File: src/rtl/npc_pkg.sv
package npc_pkg;
    typedef enum logic [2:0] {
        CL_SEQ  = 3'd0,
        CL_BEQ  = 3'd1,
        CL_BNE  = 3'd2,
        CL_JMP  = 3'd3,
        CL_JAL  = 3'd4,
        CL_JR   = 3'd5,
        CL_JALR = 3'd6,
        CL_RSV  = 3'd7
    } ctl_class_e;
endpackage

File: src/rtl/npc_incr.sv
module npc_incr #(
    parameter int XLEN  = 32,
    parameter int IMM_W = 16
) (
    input  logic [XLEN-1:0]  pc_i,
    input  logic [IMM_W-1:0] imm_i,
    output logic [XLEN-1:0]  pc_plus4_o,
    output logic [XLEN-1:0]  br_tgt_o
);
    localparam int EXT_W = XLEN - IMM_W;

    logic [XLEN-1:0] imm_sx;

    // Sign-extended word offset, later scaled to bytes.
    assign imm_sx     = {{EXT_W{imm_i[IMM_W-1]}}, imm_i};
    assign pc_plus4_o = pc_i + XLEN'(4);
    assign br_tgt_o   = pc_plus4_o + (imm_sx << 2);
endmodule

File: src/rtl/npc_cmp.sv
module npc_cmp #(
    parameter int XLEN = 32
) (
    input  logic [XLEN-1:0] opa_i,
    input  logic [XLEN-1:0] opb_i,
    output logic            eq_o
);
    logic [XLEN-1:0] diff;

    assign diff = opa_i ^ opb_i;
    assign eq_o = ~|diff;
endmodule

File: src/rtl/npc_jform.sv
module npc_jform #(
    parameter int XLEN   = 32,
    parameter int JIDX_W = 26
) (
    input  logic [XLEN-1:0]   pc_plus4_i,
    input  logic [JIDX_W-1:0] jidx_i,
    output logic [XLEN-1:0]   jtgt_o
);
    localparam int HI_W = XLEN - JIDX_W - 2;

    generate
        if (HI_W > 0) begin : g_region
            assign jtgt_o = {pc_plus4_i[XLEN-1 -: HI_W], jidx_i, 2'b00};
        end else begin : g_flat
            assign jtgt_o = {jidx_i, 2'b00};
        end
    endgenerate
endmodule

File: src/rtl/npc_unit.sv
module npc_unit #(
    parameter int          XLEN      = 32,
    parameter int          IMM_W     = 16,
    parameter int          JIDX_W    = 26,
    parameter int          REG_W     = 5,
    parameter int          LINK_DFLT = 31,
    parameter logic [31:0] RESET_PC  = 32'h0000_0000
) (
    input  logic              clk,
    input  logic              rst_n,
    input  logic              advance,
    input  logic [2:0]        ctl_class,
    input  logic [IMM_W-1:0]  imm16,
    input  logic [JIDX_W-1:0] jidx,
    input  logic [XLEN-1:0]   opa,
    input  logic [XLEN-1:0]   opb,
    input  logic [REG_W-1:0]  link_sel,
    output logic [XLEN-1:0]   pc,
    output logic [XLEN-1:0]   next_pc,
    output logic              link_we,
    output logic [REG_W-1:0]  link_idx,
    output logic [XLEN-1:0]   link_val,
    output logic              align_err
);
    import npc_pkg::*;

    localparam logic [REG_W-1:0] LINK_IDX_DFLT = REG_W'(LINK_DFLT);

    typedef struct packed {
        logic [XLEN-1:0]  pc;
        logic             link_we;
        logic [REG_W-1:0] link_idx;
        logic             align_err;
    } step_t;

    ctl_class_e      cls;
    logic [XLEN-1:0] pc_q;
    logic [XLEN-1:0] pc_plus4;
    logic [XLEN-1:0] br_tgt;
    logic [XLEN-1:0] j_tgt;
    logic            ops_eq;
    logic            reg_misal;
    step_t           st_d;

    assign cls = ctl_class_e'(ctl_class);

    npc_incr #(.XLEN(XLEN), .IMM_W(IMM_W)) u_incr (
        .pc_i       (pc_q),
        .imm_i      (imm16),
        .pc_plus4_o (pc_plus4),
        .br_tgt_o   (br_tgt)
    );

    npc_cmp #(.XLEN(XLEN)) u_cmp (
        .opa_i (opa),
        .opb_i (opb),
        .eq_o  (ops_eq)
    );

    npc_jform #(.XLEN(XLEN), .JIDX_W(JIDX_W)) u_jform (
        .pc_plus4_i (pc_plus4),
        .jidx_i     (jidx),
        .jtgt_o     (j_tgt)
    );

    assign reg_misal = |opa[1:0];

    always_comb begin
        st_d           = '0;
        st_d.pc        = pc_plus4;
        st_d.link_idx  = LINK_IDX_DFLT;
        unique case (cls)
            CL_BEQ:  st_d.pc = ops_eq ? br_tgt : pc_plus4;
            CL_BNE:  st_d.pc = ops_eq ? pc_plus4 : br_tgt;
            CL_JMP:  st_d.pc = j_tgt;
            CL_JAL: begin
                st_d.pc      = j_tgt;
                st_d.link_we = 1'b1;
            end
            CL_JR, CL_JALR: begin
                if (reg_misal) begin
                    st_d.pc        = pc_q;
                    st_d.align_err = 1'b1;
                end else begin
                    st_d.pc      = opa;
                    st_d.link_we = (cls == CL_JALR);
                    if (link_sel != '0) st_d.link_idx = link_sel;
                end
            end
            default: st_d.pc = pc_plus4;
        endcase
    end

    always_ff @(posedge clk) begin
        if (!rst_n) begin
            pc_q <= XLEN'(RESET_PC);
        end else if (advance) begin
            pc_q <= st_d.pc;
        end
    end

    assign pc        = pc_q;
    assign next_pc   = st_d.pc;
    assign link_we   = st_d.link_we;
    assign link_idx  = st_d.link_idx;
    assign link_val  = pc_plus4;
    assign align_err = st_d.align_err;

    // without an advance strobe the PC register holds.
    a_r2_hold: assert property (@(posedge clk) disable iff (!rst_n)
        !advance |=> $stable(pc_q));

    // the PC stays word-aligned.
    a_r2_aligned: assert property (@(posedge clk) disable iff (!rst_n)
        pc_q[1:0] == 2'b00);

    // a taken not-equal branch lands on the branch adder result.
    a_r4_bne_taken: assert property (@(posedge clk) disable iff (!rst_n)
        (advance && cls == CL_BNE && !ops_eq) |=> pc_q == $past(br_tgt));

    // a refused register target leaves the PC in place.
    a_r10_err_hold: assert property (@(posedge clk) disable iff (!rst_n)
        (advance && align_err) |=> $stable(pc_q));

    // link writes only come from the linking classes.
    a_r11_link_only: assert property (@(posedge clk) disable iff (!rst_n)
        link_we |-> (cls == CL_JAL || cls == CL_JALR));

    // the jump-and-link form always names the default register.
    a_r7_jal_idx: assert property (@(posedge clk) disable iff (!rst_n)
        (link_we && cls == CL_JAL) |-> link_idx == LINK_IDX_DFLT);
endmodule

File: config.mk
export PLATFORM = sky130hd
export DESIGN_NAME = npc_unit
export DESIGN_NICKNAME = d
export VERILOG_FILES = /design/src/rtl/npc_pkg.sv /design/src/rtl/npc_incr.sv /design/src/rtl/npc_cmp.sv /design/src/rtl/npc_jform.sv /design/src/rtl/npc_unit.sv
export SDC_FILE = /design/constraint.sdc
export NUM_CORES = 1
export LEC_CHECK = 0
export BUFFER_PORTS_ARGS = -buffer_cell sky130_fd_sc_hd__buf_2
export CAP_MARGIN = 20
export CELL_PAD_IN_SITES_DETAIL_PLACEMENT = 0
export CELL_PAD_IN_SITES_GLOBAL_PLACEMENT = 2
export CORE_ASPECT_RATIO = 0.6
export CORE_MARGIN = 3
export CORE_UTILIZATION = 23
export DETAILED_ROUTE_END_ITERATION = 12
export PLACE_DENSITY = 0.82
export SETUP_SLACK_MARGIN = 0.3
export SYNTH_ARGS = -nofsm -noshare
export SYNTH_HDL_FRONTEND = slang
export SYNTH_SLANG_ARGS = --single-unit
File: constraint.sdc
create_clock -name clk -period 4.5 [get_ports clk]
set_clock_uncertainty 0.1 [all_clocks]
set_input_delay 0.45 -clock clk [delete_from_list [all_inputs] [get_ports clk]]
set_output_delay 0.45 -clock clk [all_outputs]
set_load 0.05 [all_outputs]
# Word level (Yosys, flattened, before mapping)
# Index checks and enable logic that the tools add are counted.
[totals]
ff_bits = 32
latch_bits = 0
ramBits = 0
rom_bits = 0
output_inout_bits = 103
memories = 0
[op_classes]
n_addsub = 2
multipliers = 0
div_mod_pow = 0
n_lt_le_gt_ge = 0
eq_ne = 6
shift = 0
n_mux = 9
n_bitwise = 1
reduce_logical = 5
[ops]
columns = ["op", "count"]
rows = [
  ["$pmux W32 S4", 1],
  ["$mux W32", 3],
  ["$add A32 B3 Y32 const B", 1],
  ["$add A32 B32 Y32", 1],
  ["$reduce_or A32 Y1", 1],
  ["$xor A32 B32 Y32", 1],
  ["$mux W6", 2],
  ["$eq A3 B3 Y1 const B", 3],
  ["$eq A3 B2 Y1 const B", 2],
  ["$reduce_or A2 Y1", 3],
  ["$mux W5", 1],
  ["$reduce_bool A5 Y1", 1],
  ["$eq A3 B1 Y1 const B", 1],
  ["$pmux W1 S2", 1],
  ["$mux W1", 1],
]

# Logic depth before layout (Yosys ltp)
# Gate-level depths: netlist of run 1.
[depth]
ltp_word = 4
ltp_mapped = 15
ltp_nobuf = 14

# Modules after synthesis
# A second synthesis of run 1 with hierarchy kept.
[hier_totals]
hier_cells = 866
area_unflattened_um2 = 6727.7
[by_module_without_submodules]
columns = ["mod", "n_inst", "cells_each", "area_per_inst_um2", "seq_area_each_um2"]
rows = [
  ["npc_unit", 1, 486, 3927.5, 640.6],
  ["npc_incr", 1, 304, 2209.6, 0.0],
  ["npc_cmp", 1, 43, 346.6, 0.0],
  ["npc_jform", 1, 33, 244.0, 0.0],
]

# Least setup slack after synthesis of run 1
# OpenSTA, ideal clock, no wires.
[synth_path]
kind = "reg2out"
startpoint = "register pc_q[2], in the netlist pc[2]"
endpoint = "output port next_pc[31]"
arrival_time_ps = 5798
required_time_ps = 3950
slack_ps = -1848
path_stages_with_launch = 16
n_path_buf = 1
cell_sequence = "dfxtp_1 -> ha_1 -> nand4_1 -> nor3_1 -> nand3_1 -> xnor2_1 -> ha_1 -> buf_2 -> a21oi_1 -> o211ai_1 -> a21o_1 -> a21o_1 -> a311oi_1 -> mux2_2 -> a211oi_2 -> o21ai_0"
[synth_between]
elab_chain_len = 4
[synth_rtl]
columns = ["element", "line_no", "source"]
rows = [
  ["from (decl)", "npc_unit.sv:37", "logic [XLEN-1:0] pc_q;"],
  ["from (signal assigned)", "npc_unit.sv:96", "pc_q <= XLEN'(RESET_PC);"],
  ["from (signal assigned)", "npc_unit.sv:98", "pc_q <= st_d.pc;"],
  ["$add A32 B3 Y32 *", "npc_incr.sv:16", "assign pc_plus4_o = pc_i + XLEN'(4);"],
  ["via link_val[22]", "npc_unit.sv:22", "output logic [XLEN-1:0] link_val,"],
  ["$add A32 B32 Y32 *", "npc_incr.sv:17", "assign br_tgt_o = pc_plus4_o + (imm_sx << 2);"],
  ["$mux W32, on equally long branches", "npc_unit.sv:74, npc_unit.sv:73", ""],
  ["$pmux W32 S4 *", "npc_unit.sv:72", "unique case (cls)"],
  ["to (decl)", "npc_unit.sv:19", "output logic [XLEN-1:0] next_pc,"],
]
# Mark *: on every way through the listed nets, which the timed path passes. The rest lies on a longest branch.

# Worst setup path after layout of run 1
[layout_path]
startpoint = "register pc_q[14], in the netlist pc[14]"
endpoint = "output port next_pc[31]"
[layout_between]
elab_chain_len = 4
[layout_rtl]
columns = ["element", "line_no"]
rows = [
  ["$add A32 B3 Y32 *", "npc_incr.sv:16"],
  ["$add A32 B32 Y32", "npc_incr.sv:17"],
  ["$mux W32, on equally long branches", "npc_unit.sv:74, npc_unit.sv:73"],
  ["$pmux W32 S4 *", "npc_unit.sv:72"],
]
# Mark *: on every way between the ends. The rest lies on a longest branch, timed or not.

==> out/metrics.cfg, run 1 <==
[synthesis]
yosysSeqAreaShare_pct=12.9
ys_warn_count=0
synth_fa_ha_area_share_pct=9.20
yosys.area.top_type_share_pct=12.9
synthMuxAreaShare_pct=1.06
async_reset_ff_share_pct=0
synth_commonest_cells=nand2_1, xnor2_1, o21ai_0
synth_compound_area_share_pct=30.7
synth_xor_area_share_pct=15.3
synth_area_leaders=dfxtp_1, xnor2_1, nand2_1
synthFlopType=dfxtp_1
synth_edf_count=0
synth_area_um2=4980
netlist-cell-type-count=68
synthCells=713
ys_ff_latch=32
synth_top_family_by_area=compound AO/OA/AOI/OAI gates
postSynthAreaPerCell_um2=6.98
yosysMostFrequentCell=nand2_1
syn_nets=866
synth_top_area_cell=dfxtp_1
yosys.area_share.simple_pct=25.7

[setup_path]
end_kind=output port
arrival_ns=3.89
worst_r2r_path_depth=19
crit_type=reg2out
cp_max_fo=6
r2r_start=pc[14]
reg2reg_slack_ns=0.66
r2r-end=pc[27]
required_ns=3.95
worstSetupStartpointType=flop

[grt]
grt_first_pass_wirelength_mm=39.0
track_usage_pct=21.4
grt.overflow.total=0
grt_pass1_vias=6260
grt_max_degree=62
antenna_found_initial=1

[floorplanning]
die_x_um=196
placeableCoreArea_um2=21100
io_pins=220
die_area_um2=23500
initial_core_util_pct=23.6
rows=41
die_height_um=120

[timing]
rsz0062_at_grt=yes
min_period_ns=4.44
hold_ws_ns=0.337
finalHoldViolations=0
max-slew-margin-rel_pct=45.8
setup_violations=0
period_share_pct=98.6
setup_ws_ns=0.0637
worstMarginPinSlew_ns=0.811
tns_ns=0
drv_slew=0
max_freq_mhz=225

[cells_and_area]
seq_area_um2=707
nNetsFinal=1142
largest_reg_flops=32
post_route_cells_drive_above_1_share_pct=47.3
fillers=2203
area_growth_pct=67.4
multi_input_area_um2=5100
layoutNonFillerInstCount=1269
n_antenna_cell=0

[place]
io_buffer_count=219
place.gp.congestion=0.877
hpwl_mm=20.9
dp_slack_ns=0.0699
place_inst=1211

[detailed_routing]
antenna_left=0
wire_per_inst_um=20.7
totalWireLength_mm=26.3
drt-initial-drc-count=389
vias=6621
viasPerCell=5.22
first_pass_iters=7
remaining_drc_errors=0

[min_path]
hold_depth=2
hold_path.startpoint=advance
whs_endpoint=pc[4]
hold_class=in2reg

[cts]
path_clk_slew_ns=0.06
clock_sinks=32
clock_latency_ns=0.30
clock-root-buffer=clkbuf_16
htree_levels=2
clk_path_buf_depth=2
cts_made_buffers=5
cts_tree=done

[power]
p_leak_nw=3.91
power-per-cell-area_nw_per_um2=246
irDropWorstVdd_mv=0.154

[outcome]
status=complete, no violations

[run]
maxCapViolations=0

-- worst max-delay path by stage --
stage	from	to	slack [ns]	cells after the start
final	pc[14]	next_pc[31]	0.06	16
after global routing	pc[14]	next_pc[31]	-0.07	16
after CTS	pc[3]	next_pc[31]	0.0002	16
after global placement	pc[2]	next_pc[31]	0.13	16
after floorplan	pc[11]	next_pc[31]	-0.07	13
after detailed placement	pc[2]	next_pc[31]	0.07	16
-- layout make-up --
class,count,area share [%]
Clock buffer,6,1.67
Clock inverter,2,0.120
Inverter,22,0.991
Multi-Input combinational cell,617,61.2
Sequential cell,32,8.48
Tap cell,279,4.19
Timing Repair Buffer,311,23.4
-- placed cells by master (no fill, tap or decap), drive strengths merged, types with 4 or more instances in the layout --
master and instances:
buf 310, nor2 39, or3 5, a31oi 16, a21oi 46, a21o 16
and3 10, a222oi 4, o211ai 6, nand2 117, inv 22, a41oi 4
and2 6, nand3 25, a22oi 21, o21bai 4, nand2b 7, xor2 17
o21ai 52, nor3b 4, xnor2 69, o21a 6, ha 35, dfxtp 32
nor4 9, a221oi 16, a211oi 7, and4 4, clkbuf 7, nor3 7
nand4 21
-- worst max-delay path, stage by stage (launching register included) --
cell and delay [ns]:
dfxtp_4 0.37, nand4_1 0.16, buf_4 0.18, nor3_4 0.21
buf_12 0.16, nand3_2 0.12, xnor2_4 0.23, ha_1 0.28
a21oi_1 0.22, o211ai_1 0.10, a21o_1 0.17, a21o_1 0.20
a311oi_4 0.36, mux2_4 0.35, a211oi_4 0.23, o21ai_4 0.08
buf_8 0.15
-- metal layers --
layer | vias up | track usage [%] | share of wire (%)
met5 | - | 0 | 0.027
li1 | 3203 | - | -
met1 | 3162 | 32.3 | 50
met3 | 13 | 5.05 | 7.6
met4 | 2 | 3.38 | 1.0
met2 | 241 | 30.9 | 41
-- per-stage QoR --
| stage | utilization [%] | total power, mW | area [µm²] |
|---|---|---|---|
| after floorplan | - | 1.15 | 5620 |
| after global placement | 34.3 | 1.51 | 7240 |
| after detailed placement | 34.3 | 1.51 | 7240 |
| after CTS | 37.7 | 1.99 | 7970 |
| after global routing | 39.4 | 2.15 | 8330 |
| final | 39.4 | 2.05 | 8330 |
-- report_power, final --
part	switching (mW)	leakage, nW	internal, mW
Sequential	0.0458	0.276	0.305
Clock	0.161	0.0766	0.219
Combinational	0.833	3.56	0.488
Total	1.04	3.91	1.01
-- cell families (layout without fill, tap and decap cells) --
logic type | count (synthesis) | after routing
AOI/OAI and AO/OA | 227 | 227
xor gates and xnor gates | 86 | 86
adders and majority gates | 36 | 36
buffers and inverters | 64 | 341
DFF | 32 | 32
muxes | 5 | 5
and+or+nand+nor | 263 | 263
-- repair_timing --
item / in CTS / in global routing
setup buffers: 29 / 20
setup endpoints to repair: 17 / 20
pin swaps: 46 / 40
hold buffers: 0 / 0
resized for setup: 75 / 39
No activity file was read; power rests on OpenSTA's default activity.
==> inputs of run 2 (changes only) <==
- CORE_UTILIZATION: 23 -> 27
- PLACE_DENSITY: 0.82 -> not set
- PLACE_DENSITY_LB_ADDON: not set -> 0.12
- clock period: 4.5 -> 5.3 ns (I/O delays scaled with it)
==> out/metrics.cfg, run 2 (synthesis results as in run 1) <==
[outcome]
status=complete, no violations

[detailed_routing]
wire_per_inst_um=23.1  ; +12%
remaining_drc_errors=0  ; unchanged
drt-initial-drc-count=601  ; +54%
vias=6600  ; -0.32%
viasPerCell=5.65  ; +8.3%
totalWireLength_mm=27.0  ; +2.7%
antenna_left=0  ; unchanged
first_pass_iters=8  ; +1

[cells_and_area]
seq_area_um2=673  ; -4.8%
n_antenna_cell=0  ; unchanged
layout_commonest_cell=buf_2
fillers=1884  ; -14%
post_route_cells_drive_above_1_share_pct=36.8  ; -10 points
nNetsFinal=1086  ; -4.9%
area_growth_pct=43.5
multi_input_area_um2=4560  ; -11%
layout_common_cells=buf_2, nand2_1, xnor2_1
stdcell_area_um2=7150  ; -14%
largest_reg_flops=32  ; unchanged

[floorplanning]
io_pins=220  ; unchanged
initial_core_util_pct=28.3  ; +4.7 points
die_area_um2=20200  ; -14%
die_x_um=181  ; -7.5%
die_height_um=111  ; -7.3%
placeableCoreArea_um2=17600  ; -17%
rows=37  ; -9.8%

[setup_path]
worstSetupPathDepth=16  ; unchanged
r2r_start=pc[2]
reg2reg_slack_ns=1.29  ; +0.63 ns
critPathBufInv=3  ; unchanged
end_kind=output port
critPathMaxStageDelay_ns=0.39  ; +0.02 ns
required_ns=4.67  ; +0.72 ns
r2r-end=pc[28]
crit_type=reg2out
worstSetupStartpointType=flop
worstPathCellList=ha_4 -> nand4_1 -> buf_4 -> nor2_1 -> xor2_2 -> ha_1 -> a21oi_1 -> o21a_1 -> o22ai_1 -> a21o_1 -> a311oi_2 -> buf_4 -> mux2_2 -> a211oi_4 -> o21ai_2 -> buf_6
arrival_ns=4.20  ; +0.31 ns
cp_max_fo=7  ; +1
worst_r2r_path_depth=15  ; -4
crit_end=next_pc[31]
crit_path_start=pc[2]
slowest_stage=dfxtp_4
path_common_cell=buf_4
crit_family=compound AO/OA/AOI/OAI gates

[timing]
finalHoldViolations=0  ; unchanged
min_period_ns=4.83
setup_violations=0  ; unchanged
rsz0062_at_grt=no
drv_slew=0  ; unchanged
hold_ws_ns=0.412  ; +0.0750 ns
period_share_pct=91.1
max-slew-margin-rel_pct=48.5  ; +2.7 points
tns_ns=0  ; unchanged
setup_ws_ns=0.472  ; +0.408 ns
max_freq_mhz=207
worstMarginPinSlew_ns=0.773  ; -0.0386 ns

[place]
dpl-instance-area_um2=6670  ; -7.9%
dp_slack_ns=0.229  ; +0.159 ns
place.gp.congestion=0.928  ; +5.8%
hpwl_mm=21.7  ; +4.2%
io_buffer_count=219  ; unchanged

[cts]
clock_sinks=32  ; unchanged
htree_levels=2  ; unchanged
clock-root-buffer=clkbuf_16
clk_path_buf_depth=2  ; unchanged
cts_tree=done
cts_made_buffers=5  ; unchanged
clock_latency_ns=0.30  ; about the same
path_clk_slew_ns=0.06  ; about the same

[run]
maxCapViolations=0  ; unchanged

[grt]
grt_first_pass_wirelength_mm=39.5  ; +1.3%
grt_pass1_vias=6095  ; -2.6%
grt.overflow.total=0  ; unchanged
grt_max_degree=62  ; unchanged
antenna_found_initial=0  ; -1
track_usage_pct=25.4  ; +4.1 points

[power]
power-per-cell-area_nw_per_um2=224  ; -9.1%
irDropWorstVdd_mv=0.102  ; -34%
power.total_mw=1.60  ; -22%
p_leak_nw=3.49  ; -11%

[min_path]
hold_class=reg2reg

run 2: how the worst min path moves through the flow:
stage	startpoint	to	slack, ns	cells past startpoint
finish	pc[0]	pc[0]	0.41	1
global placement	pc[1]	pc[1]	0.39	1
CTS	pc[1]	pc[1]	0.41	1
detailed placement	pc[0]	pc[0]	0.40	1
floorplan	pc[3]	pc[3]	0.52	2
global route	pc[0]	pc[0]	0.42	1
run 2: what timing repair did:
| action | in CTS | in global routing |
|---|---|---|
| cloned | 0 | 0 |
| resized for setup | 13 | 28 |
| pin swaps | 6 | 17 |
| setup buffers | 7 | 7 |
| hold buffers | 0 | 0 |
| endpoints found under the setup margin | 7 | 9 |
run 2: final cells by class:
class	count	area share (%)
inverters	22	1.16
clock inverters	1	0.0525
multi-input cells	617	63.8
flip-flops and latches	32	9.42
repair buffers	255	19.6
well taps	234	4.10
clock buffers	7	1.86
run 2: worst register-to-register path, delay by kind of cell (launching register included):
kind	cells	cell delay, ns
xor gates and xnor gates	1	0.21
adders and majority gates	2	0.52
buffers and inverters	2	0.34
and+or+nand+nor	5	1.11
AOI/OAI and AO/OA	5	1.27
DFF	1	0.39
run 2: routing by layer:
layer | GRT usage [%] | vias to the layer above | wire length [µm]
li1 | - | 3086 | -
met1 | 41.0 | 3216 | 14000
met2 | 32.6 | 281 | 10200
met3 | 8.20 | 17 | 2660
met4 | 2.74 | 0 | 187
met5 | 0 | - | 0
run 2: report_power, final:
part	leakage, nW	switching (mW)	total (mW)	internal (mW)
logic	3.15	0.682	1.00	0.319
clock network	0.0655	0.130	0.303	0.174
registers	0.271	0.0359	0.296	0.260
total	3.49	0.847	1.60	0.753
run 2: stage by stage:
stage	cells	util, %
2_1_floorplan	713	-
3_3_place_gp	1145	37.9
3_5_place_dp	1145	37.9
4_1_cts	1160	39.3
5_1_grt	1168	40.6
6_report	1168	40.6
==> inputs of run 3 (changes only) <==
- ABC_AREA: not set -> 1
- CORE_UTILIZATION: 27 -> 26
==> out/metrics.cfg, run 3 <==
[outcome]
status=complete, no violations

[synthesis]
async_reset_ff_share_pct=0  ; unchanged
synth_area_um2=5700  ; +14%
netlist-cell-type-count=51  ; -25%
syn_nets=1155  ; +33%
ys_warn_count=0  ; unchanged
yosys.area.top_type_share_pct=20.4  ; +7.5 points
synth_area_leaders=nand2_1, dfxtp_1, inv_1
yosysSeqAreaShare_pct=11.2  ; -1.6 points
synth_commonest_cells=nand2_1, inv_1, nor2_1
synthCells=1002  ; +41%
synthFlopType=dfxtp_1
ys_ff_latch=32  ; unchanged
synth_edf_count=0  ; unchanged
postSynthAreaPerCell_um2=5.69  ; -19%
synth_top_area_cell=nand2_1
yosysMostFrequentCell=nand2_1

[detailed_routing]
antenna_left=0  ; unchanged
first_pass_iters=5  ; -3
wire_per_inst_um=18.1  ; -22%
remaining_drc_errors=0  ; unchanged
totalWireLength_mm=27.1  ; +0.22%
drt-initial-drc-count=410  ; -32%
viasPerCell=4.66  ; -18%
vias=6953  ; +5.3%

[cts]
clk_path_buf_depth=2  ; unchanged
clock_sinks=32  ; unchanged
cts_made_buffers=5  ; unchanged
cts_hold_buf=0  ; unchanged
clock-root-buffer=clkbuf_16
cts_tree=done
clock_latency_ns=0.30  ; about the same
htree_levels=2  ; unchanged
path_clk_slew_ns=0.06  ; about the same

[setup_path]
path_common_cell=nand2_1
crit_family=simple AND/OR/NAND/NOR gates
slowest_stage=dfxtp_1
critPathBufInv=2  ; -1
arrival_ns=4.01  ; -0.19 ns
worstSetupStartpointType=flop
required_ns=4.67  ; about the same
crit_type=reg2out
end_kind=output port
worstPathCellList=nand3_2 -> nor2_4 -> nand2_4 -> nor2_8 -> nand3_4 -> nor2_4 -> xor2_1 -> inv_1 -> ha_1 -> nand2_1 -> nor2_1 -> nand2_1 -> nor4_1 -> nand2_1 -> nand2_1 -> nor2_1 -> o21a_1 -> nand2_1 -> buf_2
cp_max_fo=7  ; unchanged
critPathMaxStageDelay_ns=0.46  ; +0.07 ns

[floorplanning]
initial_core_util_pct=26.8  ; -1.5 points
die_x_um=197  ; +8.7%
die_area_um2=23800  ; +18%
placeableCoreArea_um2=21200  ; +21%
rows=41  ; +11%
die_height_um=121  ; +8.5%
io_pins=220  ; unchanged

[power]
irDropWorstVdd_mv=0.120  ; +18%
p_leak_nw=4.05  ; +16%
power-per-cell-area_nw_per_um2=221  ; -1.3%

[run]
maxCapViolations=0  ; unchanged

[grt]
grt.overflow.total=0  ; unchanged
grt_max_degree=39  ; -37%
grt_pass1_vias=6601  ; +8.3%
track_usage_pct=22.2  ; -3.2 points
grt_first_pass_wirelength_mm=40.1  ; +1.6%
antenna_found_initial=0  ; unchanged

[timing]
min_period_ns=4.64  ; -0.189 ns
drv_slew=0  ; unchanged
max_freq_mhz=216  ; +4.1%
setup_ws_ns=0.661  ; +0.189 ns
setup_violations=0  ; unchanged
hold_ws_ns=0.390  ; -0.0217 ns
max-slew-margin-rel_pct=30.2  ; -18 points
worstMarginPinSlew_ns=1.04  ; +0.269 ns
finalHoldViolations=0  ; unchanged
rsz0062_at_grt=no
tns_ns=0  ; unchanged
period_share_pct=87.5  ; -3.6 points

[place]
place.gp.congestion=0.871  ; -6.1%
hpwl_mm=22.9  ; +5.2%
io_buffer_count=219  ; unchanged
dp_slack_ns=0.992  ; +0.763 ns

[cells_and_area]
n_antenna_cell=0  ; unchanged
area_growth_pct=26.7
largest_reg_flops=32  ; unchanged
nNetsFinal=1366  ; +26%
seq_area_um2=641  ; -4.8%
multi_input_area_um2=4240  ; -7.0%
fin_util_pct=34.0  ; -6.6 points
post_route_cells_drive_above_1_share_pct=25.3  ; -12 points
layout_common_cells=nand2_1, buf_2, inv_1
layout_commonest_cell=nand2_1
fillers=2523  ; +34%

[min_path]
hold_class=reg2reg

[run 3: path summary, 6_finish.rpt]
| path | start | endpoint | slack (ns) | cells past startpoint |
|---|---|---|---|---|
| min reg2reg | pc[0] | pc[0] | 0.39 | 2 |
| min | pc[0] | pc[0] | 0.39 | 2 |
| max reg2reg | pc[4] | pc[28] | 1.54 | 21 |
| max | pc[4] | next_pc[28] | 0.66 | 19 |
[run 3: stage by stage]
stage,cells,instance area (µm²),power [mW]
2_1_floorplan,1002,5700,0.987
3_3_place_gp,1485,7070,1.29
3_5_place_dp,1485,7070,1.28
4_1_cts,1493,7210,1.61
5_1_grt,1493,7220,1.70
6_report,1493,7220,1.60
[run 3: final cells by class]
type | instances | share of cell area, %
multi-input cells | 763 | 58.8
inverters | 186 | 9.67
clock buffers | 8 | 2.03
repair buffers | 225 | 15.8
well taps | 279 | 4.84
flip-flops and latches | 32 | 8.88
[run 3: cell families after synthesis]
logic type                 count (synthesis)  share of synthesized area (%)
xor gates and xnor gates                  56                           8.74
AOI/OAI and AO/OA                        173                           18.1
DFF                                       32                           11.2
and+or+nand+nor                          498                           39.5
adders and majority gates                 36                           8.04
buffers and inverters                    207                           14.3
[run 3: where the power goes]
part / switching, mW / total [mW] / internal, mW / leakage, nW
clock: 0.126 / 0.314 / 0.188 / 0.0712
combinational: 0.723 / 0.993 / 0.270 / 3.72
sequential: 0.0284 / 0.289 / 0.261 / 0.265
total: 0.877 / 1.60 / 0.719 / 4.05
[run 3: worst min-delay path, delay by kind of cell, from the launching register on]
kind                   cells  cell delay (ns)
buffers and inverters      1             0.07
flip-flops                 1             0.32
AND/OR/NAND/NOR            1             0.05
[run 3: layer usage]
| metal | vias to the layer above | GRT usage (%) | routed length [µm] |
|---|---|---|---|
| li1 | 3602 | - | - |
| met1 | 3120 | 33.0 | 13600 |
| met2 | 215 | 33.2 | 11200 |
| met4 | 0 | 2.76 | 242 |
| met5 | - | 0 | 0 |
| met3 | 16 | 5.46 | 2070 |
[run 3: repair_timing]
item / CTS / global route
endpoints found under the setup margin: 0 / 1
buffers inserted: 0 / 0
hold endpoints to repair: 0 / 0
gates resized for setup: 0 / 1
